<file path="src/rtl/pcc_pkg.sv">
// Shared constants for the pipelined converter code corrector.
// Assumes 2-bit stage codes; 1.5-bit stages use only 0..2.
package pcc_pkg;
    localparam int unsigned CODE_W     = 2;
    localparam logic [1:0]  CODE_ZERO  = 2'd0;
    localparam logic [1:0]  CODE_TOP   = 2'd2;
    localparam logic [1:0]  CODE_BAD   = 2'd3;
endpackage

</file>
<file path="src/rtl/code_screen.sv">
// Screens raw stage codes before they enter the delay lines.
// Stages 0..NSTAGE-2 are 1.5-bit stages: a code of 3 is illegal, is
// replaced by 2, and sets a sticky error flag. The last stage passes as is.
module code_screen
    import pcc_pkg::*;
#(
    parameter int NSTAGE = 11
) (
    input  logic                     clk,
    input  logic                     rst_n,
    input  logic [2*NSTAGE-1:0]      codes_in,
    output logic [2*NSTAGE-1:0]      codes_ok,
    output logic                     err_q
);
    logic bad;

    // Replace illegal coarse-stage codes and note that one was seen.
    always_comb begin
        codes_ok = codes_in;
        bad      = 1'b0;
        for (int k = 0; k < NSTAGE - 1; k++) begin
            if (codes_in[2*k +: 2] == CODE_BAD) begin
                codes_ok[2*k +: 2] = CODE_TOP;
                bad                = 1'b1;
            end
        end
    end

    // Sticky error flag, cleared by reset only.
    always_ff @(posedge clk) begin
        if (!rst_n)   err_q <= 1'b0;
        else if (bad) err_q <= 1'b1;
    end

    assert_err_sticky_R4: assert property (@(posedge clk) disable iff (!rst_n)
        err_q |=> err_q);
    assert_err_sets_R4: assert property (@(posedge clk) disable iff (!rst_n)
        bad |=> err_q);
endmodule

</file>
<file path="src/rtl/skew_align.sv">
// Per-stage delay lines that undo the half-sample stagger of the pipeline.
// Stage k arrives k sub-clocks after stage 0 and is delayed NSTAGE-k
// registers, so every stage of one sample leaves on the same cycle.
module skew_align
    import pcc_pkg::*;
#(
    parameter int NSTAGE = 11
) (
    input  logic                clk,
    input  logic                rst_n,
    input  logic [2*NSTAGE-1:0] codes,
    output logic [2*NSTAGE-1:0] aligned
);
    localparam int LAST = NSTAGE - 1;

    for (genvar k = 0; k < NSTAGE; k++) begin : g_stage
        localparam int DEPTH = NSTAGE - k;
        logic [CODE_W-1:0] sr [DEPTH];

        // Shift this stage's code along its own delay line.
        always_ff @(posedge clk) begin
            if (!rst_n) begin
                for (int j = 0; j < DEPTH; j++) sr[j] <= '0;
            end else begin
                sr[0] <= codes[2*k +: 2];
                for (int j = 1; j < DEPTH; j++) sr[j] <= sr[j-1];
            end
        end

        assign aligned[2*k +: 2] = sr[DEPTH-1];
    end

    assert_last_stage_delay_R1: assert property (@(posedge clk) disable iff (!rst_n)
        $past(rst_n) |-> aligned[2*LAST +: 2] == $past(codes[2*LAST +: 2]));
endmodule

</file>
<file path="src/rtl/overlap_sum.sv">
// Merges the aligned stage codes by overlapping addition and clamps.
// Coarse digit k = code-1 weighs 2^(OUT_W-1-k); the fine stage adds
// code-2. The signed sum is offset by mid scale and held in 0..2^OUT_W-1.
module overlap_sum
    import pcc_pkg::*;
#(
    parameter int NSTAGE = 11
) (
    input  logic                clk,
    input  logic                rst_n,
    input  logic [2*NSTAGE-1:0] aligned,
    output logic [NSTAGE:0]     sum_q
);
    localparam int OUT_W = NSTAGE + 1;
    localparam int ACC_W = OUT_W + 2;
    localparam int LAST  = NSTAGE - 1;
    localparam logic signed [ACC_W-1:0] MID    = ACC_W'(1 << (OUT_W - 1));
    localparam logic signed [ACC_W-1:0] SAT_HI = ACC_W'((1 << OUT_W) - 1);

    logic signed [ACC_W-1:0] acc;
    logic signed [ACC_W-1:0] dig;
    logic [CODE_W-1:0]       c;
    logic [OUT_W-1:0]        sat;
    logic                    all_hi, all_lo;

    // Weighted sum of the digits around mid scale.
    always_comb begin
        acc    = MID;
        all_hi = 1'b1;
        all_lo = 1'b1;
        dig    = '0;
        for (int k = 0; k < LAST; k++) begin
            c      = aligned[2*k +: 2];
            dig    = $signed(ACC_W'(c)) - ACC_W'(1);
            acc    = acc + (dig <<< (OUT_W - 1 - k));
            all_hi = all_hi & (c == CODE_TOP);
            all_lo = all_lo & (c == CODE_ZERO);
        end
        c      = aligned[2*LAST +: 2];
        acc    = acc + $signed(ACC_W'(c)) - ACC_W'(2);
        all_hi = all_hi & (c == CODE_BAD);
        all_lo = all_lo & (c == CODE_ZERO);
    end

    // Clamp to the output range so an overdrive never wraps.
    always_comb begin
        if (acc[ACC_W-1])      sat = '0;
        else if (acc > SAT_HI) sat = '1;
        else                   sat = acc[OUT_W-1:0];
    end

    // Register the corrected, clamped word.
    always_ff @(posedge clk) begin
        if (!rst_n) sum_q <= '0;
        else        sum_q <= sat;
    end

    assert_sat_high_R5: assert property (@(posedge clk) disable iff (!rst_n)
        all_hi |=> sum_q == '1);
    assert_sat_low_R5: assert property (@(posedge clk) disable iff (!rst_n)
        all_lo |=> sum_q == '0);
endmodule

</file>
<file path="src/rtl/word_out.sv">
// Output stage: applies the number format while loading the output
// register, then gates the bus with the drive enable.
// Assumes the format input is quasi-static; it is sampled every edge.
module word_out #(
    parameter int OUT_W = 12
) (
    input  logic             clk,
    input  logic             rst_n,
    input  logic [OUT_W-1:0] sum,
    input  logic             fmt_twos,
    input  logic             out_hiz,
    output logic [OUT_W-1:0] dout,
    output logic             dout_oe
);
    logic [OUT_W-1:0] q;

    // Load the word, flipping the top bit for two's complement.
    always_ff @(posedge clk) begin
        if (!rst_n) q <= '0;
        else        q <= {sum[OUT_W-1] ^ fmt_twos, sum[OUT_W-2:0]};
    end

    // Park the bus at zero and release the pads when disabled.
    always_comb begin
        dout_oe = ~out_hiz;
        dout    = out_hiz ? '0 : q;
    end

    assert_low_bits_pass_R6: assert property (@(posedge clk) disable iff (!rst_n)
        $past(rst_n) |-> q[OUT_W-2:0] == $past(sum[OUT_W-2:0]));
    assert_msb_invert_R7: assert property (@(posedge clk) disable iff (!rst_n)
        ($past(rst_n) && $past(fmt_twos)) |-> q[OUT_W-1] != $past(sum[OUT_W-1]));
endmodule

</file>
<file path="src/rtl/pipe_code_corrector.sv">
// Top of the pipelined converter code corrector. Runs on the sub-clock.
// Chain: screen illegal codes -> align stages -> overlap sum with clamp
// -> format and drive. out_valid marks words built from a full code set.
module pipe_code_corrector #(
    parameter int NSTAGE = 11
) (
    input  logic                clk,
    input  logic                rst_n,
    input  logic [2*NSTAGE-1:0] stage_codes,
    input  logic                fmt_twos,
    input  logic                out_hiz,
    output logic [NSTAGE:0]     dout,
    output logic                dout_oe,
    output logic                out_valid,
    output logic                code_err
);
    localparam int OUT_W = NSTAGE + 1;
    localparam int LAT   = NSTAGE + 2;
    localparam int CNT_W = $clog2(LAT + 1);

    logic [2*NSTAGE-1:0] codes_ok;
    logic [2*NSTAGE-1:0] aligned;
    logic [OUT_W-1:0]    sum_q;
    logic [CNT_W-1:0]    fill_cnt;

    code_screen #(.NSTAGE(NSTAGE)) u_screen (
        .clk(clk), .rst_n(rst_n), .codes_in(stage_codes),
        .codes_ok(codes_ok), .err_q(code_err));

    skew_align #(.NSTAGE(NSTAGE)) u_align (
        .clk(clk), .rst_n(rst_n), .codes(codes_ok), .aligned(aligned));

    overlap_sum #(.NSTAGE(NSTAGE)) u_sum (
        .clk(clk), .rst_n(rst_n), .aligned(aligned), .sum_q(sum_q));

    word_out #(.OUT_W(OUT_W)) u_out (
        .clk(clk), .rst_n(rst_n), .sum(sum_q), .fmt_twos(fmt_twos),
        .out_hiz(out_hiz), .dout(dout), .dout_oe(dout_oe));

    // Count edges since reset until the pipeline is fully populated.
    always_ff @(posedge clk) begin
        if (!rst_n)                      fill_cnt <= '0;
        else if (fill_cnt != CNT_W'(LAT)) fill_cnt <= fill_cnt + 1'b1;
    end

    assign out_valid = (fill_cnt == CNT_W'(LAT));

    assert_valid_holds_R9: assert property (@(posedge clk) disable iff (!rst_n)
        out_valid |=> out_valid);
endmodule

</file>
<file path="config.mk">
export PLATFORM = sky130hd
export DESIGN_NAME = pipe_code_corrector
export DESIGN_NICKNAME = d
export VERILOG_FILES = /design/src/rtl/pcc_pkg.sv /design/src/rtl/code_screen.sv /design/src/rtl/skew_align.sv /design/src/rtl/overlap_sum.sv /design/src/rtl/word_out.sv /design/src/rtl/pipe_code_corrector.sv
export SDC_FILE = /design/constraint.sdc
export NUM_CORES = 1
export LEC_CHECK = 0
export CAP_MARGIN = 25
export CORE_MARGIN = 2
export CORE_UTILIZATION = 53
export DETAILED_ROUTE_END_ITERATION = 8
export PLACE_DENSITY = 0.75
export SKIP_LAST_GASP = 1
export SLEW_MARGIN = 25
export SYNTH_ARGS = -nofsm -noshare
export SYNTH_HDL_FRONTEND = slang
export SYNTH_SLANG_ARGS = --single-unit
export TNS_END_PERCENT = 100
</file>
<file path="constraint.sdc">
create_clock -name clk -period 5.3 [get_ports clk]
set_clock_uncertainty 0.15 [all_clocks]
set_input_delay 1.59 -clock clk [delete_from_list [all_inputs] [get_ports clk]]
set_output_delay 1.59 -clock clk [all_outputs]
set_load 0.02 [all_outputs]
</file>
==> results by group <==
Pwr
  • Cell Int Power: 2.258 mW
  • Net Sw Power: 0.7584 mW
  • Sw Ratio: 0.2514
  • P_leak: 3.350 nW
  • Cell Pwr Density: 392.7 nW/µm²
  • Power share of the clock group: 0.396
  • Flop pwr share: 0.434
  • Logic pwr share: 0.170
  • Max IR drop VDD: 231.7 µV

Setup path
  • Slowest-stage cell, CP: fa_1
  • Critical path peak fanout: 6
  • CP dominant cell by count: fa_1
  • Reg2reg start: u_align.g_stage[0].sr[0][20]$_SDFF_PN0_
  • CP startpoint kind: flop
  • Req. time, crit path: 5.51 ns
  • Cell Chain, Critical Path: inv_1, ha_1, inv_1, fa_1, inv_1, fa_1, fa_1, fa_1, fa_1, xnor3_1, xnor3_1, xnor3_1, or4_4, o2bb2a_1
  • CP delay by family, top: adder cells
  • Buf/Inv on CP: 3
  • Critical path type: reg2reg
  • Critical Path AT: 5.31 ns
  • Worst path max stage delay: 0.54 ns
  • CP startpoint: u_align.g_stage[0].sr[0][20]$_SDFF_PN0_
  • CP endpoint kind: flop

Yosys
  • Syn avg cell area: 11.27 µm²
  • Post-synth ARST share: 0
  • Post-synthesis cell count: 580
  • Post-synthesis sequential area ratio: 0.4930
  • Yosys synthesis warning count: 0
  • Seq cells post-synth: 161
  • Mapped cell area: 6538 µm²
  • Mapped Nets: 691
  • Main flop type after synthesis: dfxtp_1
  • Post-synth EDFFs: 0
  • Netlist cell types: 32

Clocking
  • Reg clk slew, reported paths: 0.06 ns
  • CTS Buffer Depth: 2
  • Total CTS buffers: 17
  • CTS Hold Buffers Added: 0
  • Clk root buf: clkbuf_16
  • CTS tree: yes
  • CTS sink count: 161
  • Worst-Skew Late Latency: 0.41 ns
  • H-tree Lvls: 4

Timing
  • Rel. slew slack: 0.5475
  • Final hold slack: 0.2778 ns
  • Final Cycle Share: 0.9620
  • Setup TNS: 0 ns
  • Final setup margin: 0.2016 ns
  • Worst-Margin Slew: 0.6788 ns
  • Final Critical Period: 5.098 ns
  • RSZ-0062 raised after global routing: true
  • Final slew viol count: 0
  • Final-report setup violation count: 0
  • Fmax: 0.1961 GHz
  • Final Hold Vio Count: 0

Drt
  • Via count: 3652
  • Via-to-Cell Ratio: 4.658
  • Drt total wl: 9428 µm
  • Wire length per cell: 12.03 µm
  • Drt first pass iters: 4
  • DRC violations left: 0
  • Routed Antenna Nets: 0
  • DRC marker count from the first detailed-route iteration: 127

Die
  • Io pins: 41
  • Num rows: 40
  • Core Area: 12010 µm²
  • Die Y-Extent: 115.1 µm
  • Die width: 115.1 µm
  • Die area: 13240 µm²
  • Initial Util: 0.5443

Global route
  • First-pass GRT wire length: 16190 µm
  • GRT Util Overall: 0.1563
  • Pin count of the biggest net entering global routing: 112
  • Number of global-route vias before repair: 3707
  • Initial antenna violation count: 0
  • Gr ovfl total: 0

Placement
  • Pre-CTS setup slack: 0.05701 ns
  • Gp weighted congestion: 0.8442
  • Estimated wirelength of the detail-placed design: 6536 µm
  • Placed inst area: 7072 µm²
  • Placed Instances: 752
  • IO Port Bufs: 40

Cells and area
  • Non-Filler Instances: 784
  • Syn-to-layout area delta: 17.47%
  • Nets@finish: 736
  • Most common cell after layout, fill and taps aside: dfxtp_1
  • Most frequent cells in the layout: 161 x dfxtp_1, 133 x and2_1, 80 x inv_1
  • Final instance area: 7680 µm²
  • # diodes: 0
  • Fraction of layout cells with a size suffix above 1: 0.06593

Flow run
  • MaxCap Viol Count: 0

Run status
  • Run status: finished, final reports clean

Hold path
  • Hold_sp: u_align.g_stage[0].sr[0][9]$_SDFF_PN0_
  • Hold WC Path Type: reg2reg
[kinds of logic (layout without fill, tap and decap cells)]
logic type               after synthesis  count (layout)  share of synthesized area
AO/OA/AOI/OAI                         40              40                    0.04708
buffers and inverters                100             156                    0.05857
adder cells (fa/ha/maj)               85              85                     0.2017
AND/OR/NAND/NOR                      170             171                     0.1611
XOR/XNOR                              24              24                    0.03847
flip-flops                           161             161                     0.4930
[state kept, by name (all words and copies together), names as in the netlist]
register	cells
u_screen.err_q	1
u_sum.sum_q	12
u_out.q	12
u_align.g_stage.sr	132
fill_cnt	4
[cell usage after synthesis, types with 2 or more instances]
library cell	n	area, µm²
dfxtp_1	161	3223
and2_1	133	832.1
inv_1	80	300.3
ha_1	51	638.1
fa_1	34	680.7
clkbuf_1	19	71.32
xnor2_1	15	131.4
nor2b_1	12	75.07
nor3b_1	10	75.07
a21oi_1	8	40.04
a2bb2oi_1	8	70.07
nor2_1	7	26.28
xor2_1	6	52.55
a211oi_1	4	30.03
a21o_1	4	30.03
a31oi_1	3	18.77
nand2_1	3	11.26
o21ai_0	3	15.01
xnor3_1	3	67.56
a22o_1	2	17.52
nand3_1	2	10.01
o2bb2a_1	2	20.02
[worst paths after layout]
path	slack, ns	to	cells past startpoint
worst max-delay path	0.20	u_sum.sum_q[9]$_SDFF_PP0_	14
worst max register to register	0.20	u_sum.sum_q[9]$_SDFF_PP0_	14
worst min-delay path	0.28	u_align.g_stage[0].sr[0][11]$_SDFF_PN0_	1
worst min register to register	0.28	u_align.g_stage[0].sr[0][11]$_SDFF_PN0_	1
[worst register-to-register path: cells and delay by family, from the launching register on]
family,cells,cell delay (ns)
buf+inv,3,0.17
fa+ha+maj,6,2.78
compound gates,1,0.26
xor+xnor,3,0.88
flops,1,0.31
simple gates,1,0.51
[metal layers]
metal  track usage  wire, µm
met1        0.1870      4297
met2        0.2651      4699
met3       0.05061       323
met4       0.05622       108
met5             0         0
[final cells by class]
type / count / area [µm²]
fillers: 919 / 4332
flip-flops and latches: 161 / 3223
multi-input cells: 320 / 2947
clock buffers: 18 / 439.2
repair buffers: 45 / 432.9
inverters: 80 / 300.3
well taps: 147 / 183.9
clock inverters: 13 / 153.9
[power groups by stage]
stage               Sequential [mW]  Clock (mW)  Combinational, mW
global route                   1.32        1.27              0.577
CTS                            1.31        1.22              0.508
floorplan                      1.33           0              0.382
global placement               1.33           0              0.489
detailed placement             1.34           0              0.502
finish                         1.31        1.20              0.513
[stage by stage]
stage / power (mW) / utilization
finish: 3.016 / 0.6394
CTS: 3.034 / 0.6381
global placement: 1.822 / 0.5888
floorplan: 1.710 / -
detailed placement: 1.837 / 0.5888
global route: 3.159 / 0.6394
[repair_timing]
| action | 4_1_cts | 5_1_grt |
|---|---|---|
| resized for setup | 0 | 2 |
| endpoints found under the setup margin | 0 | 12 |
| setup buffers | 0 | 0 |
Power figures use the tool's default switching activity.
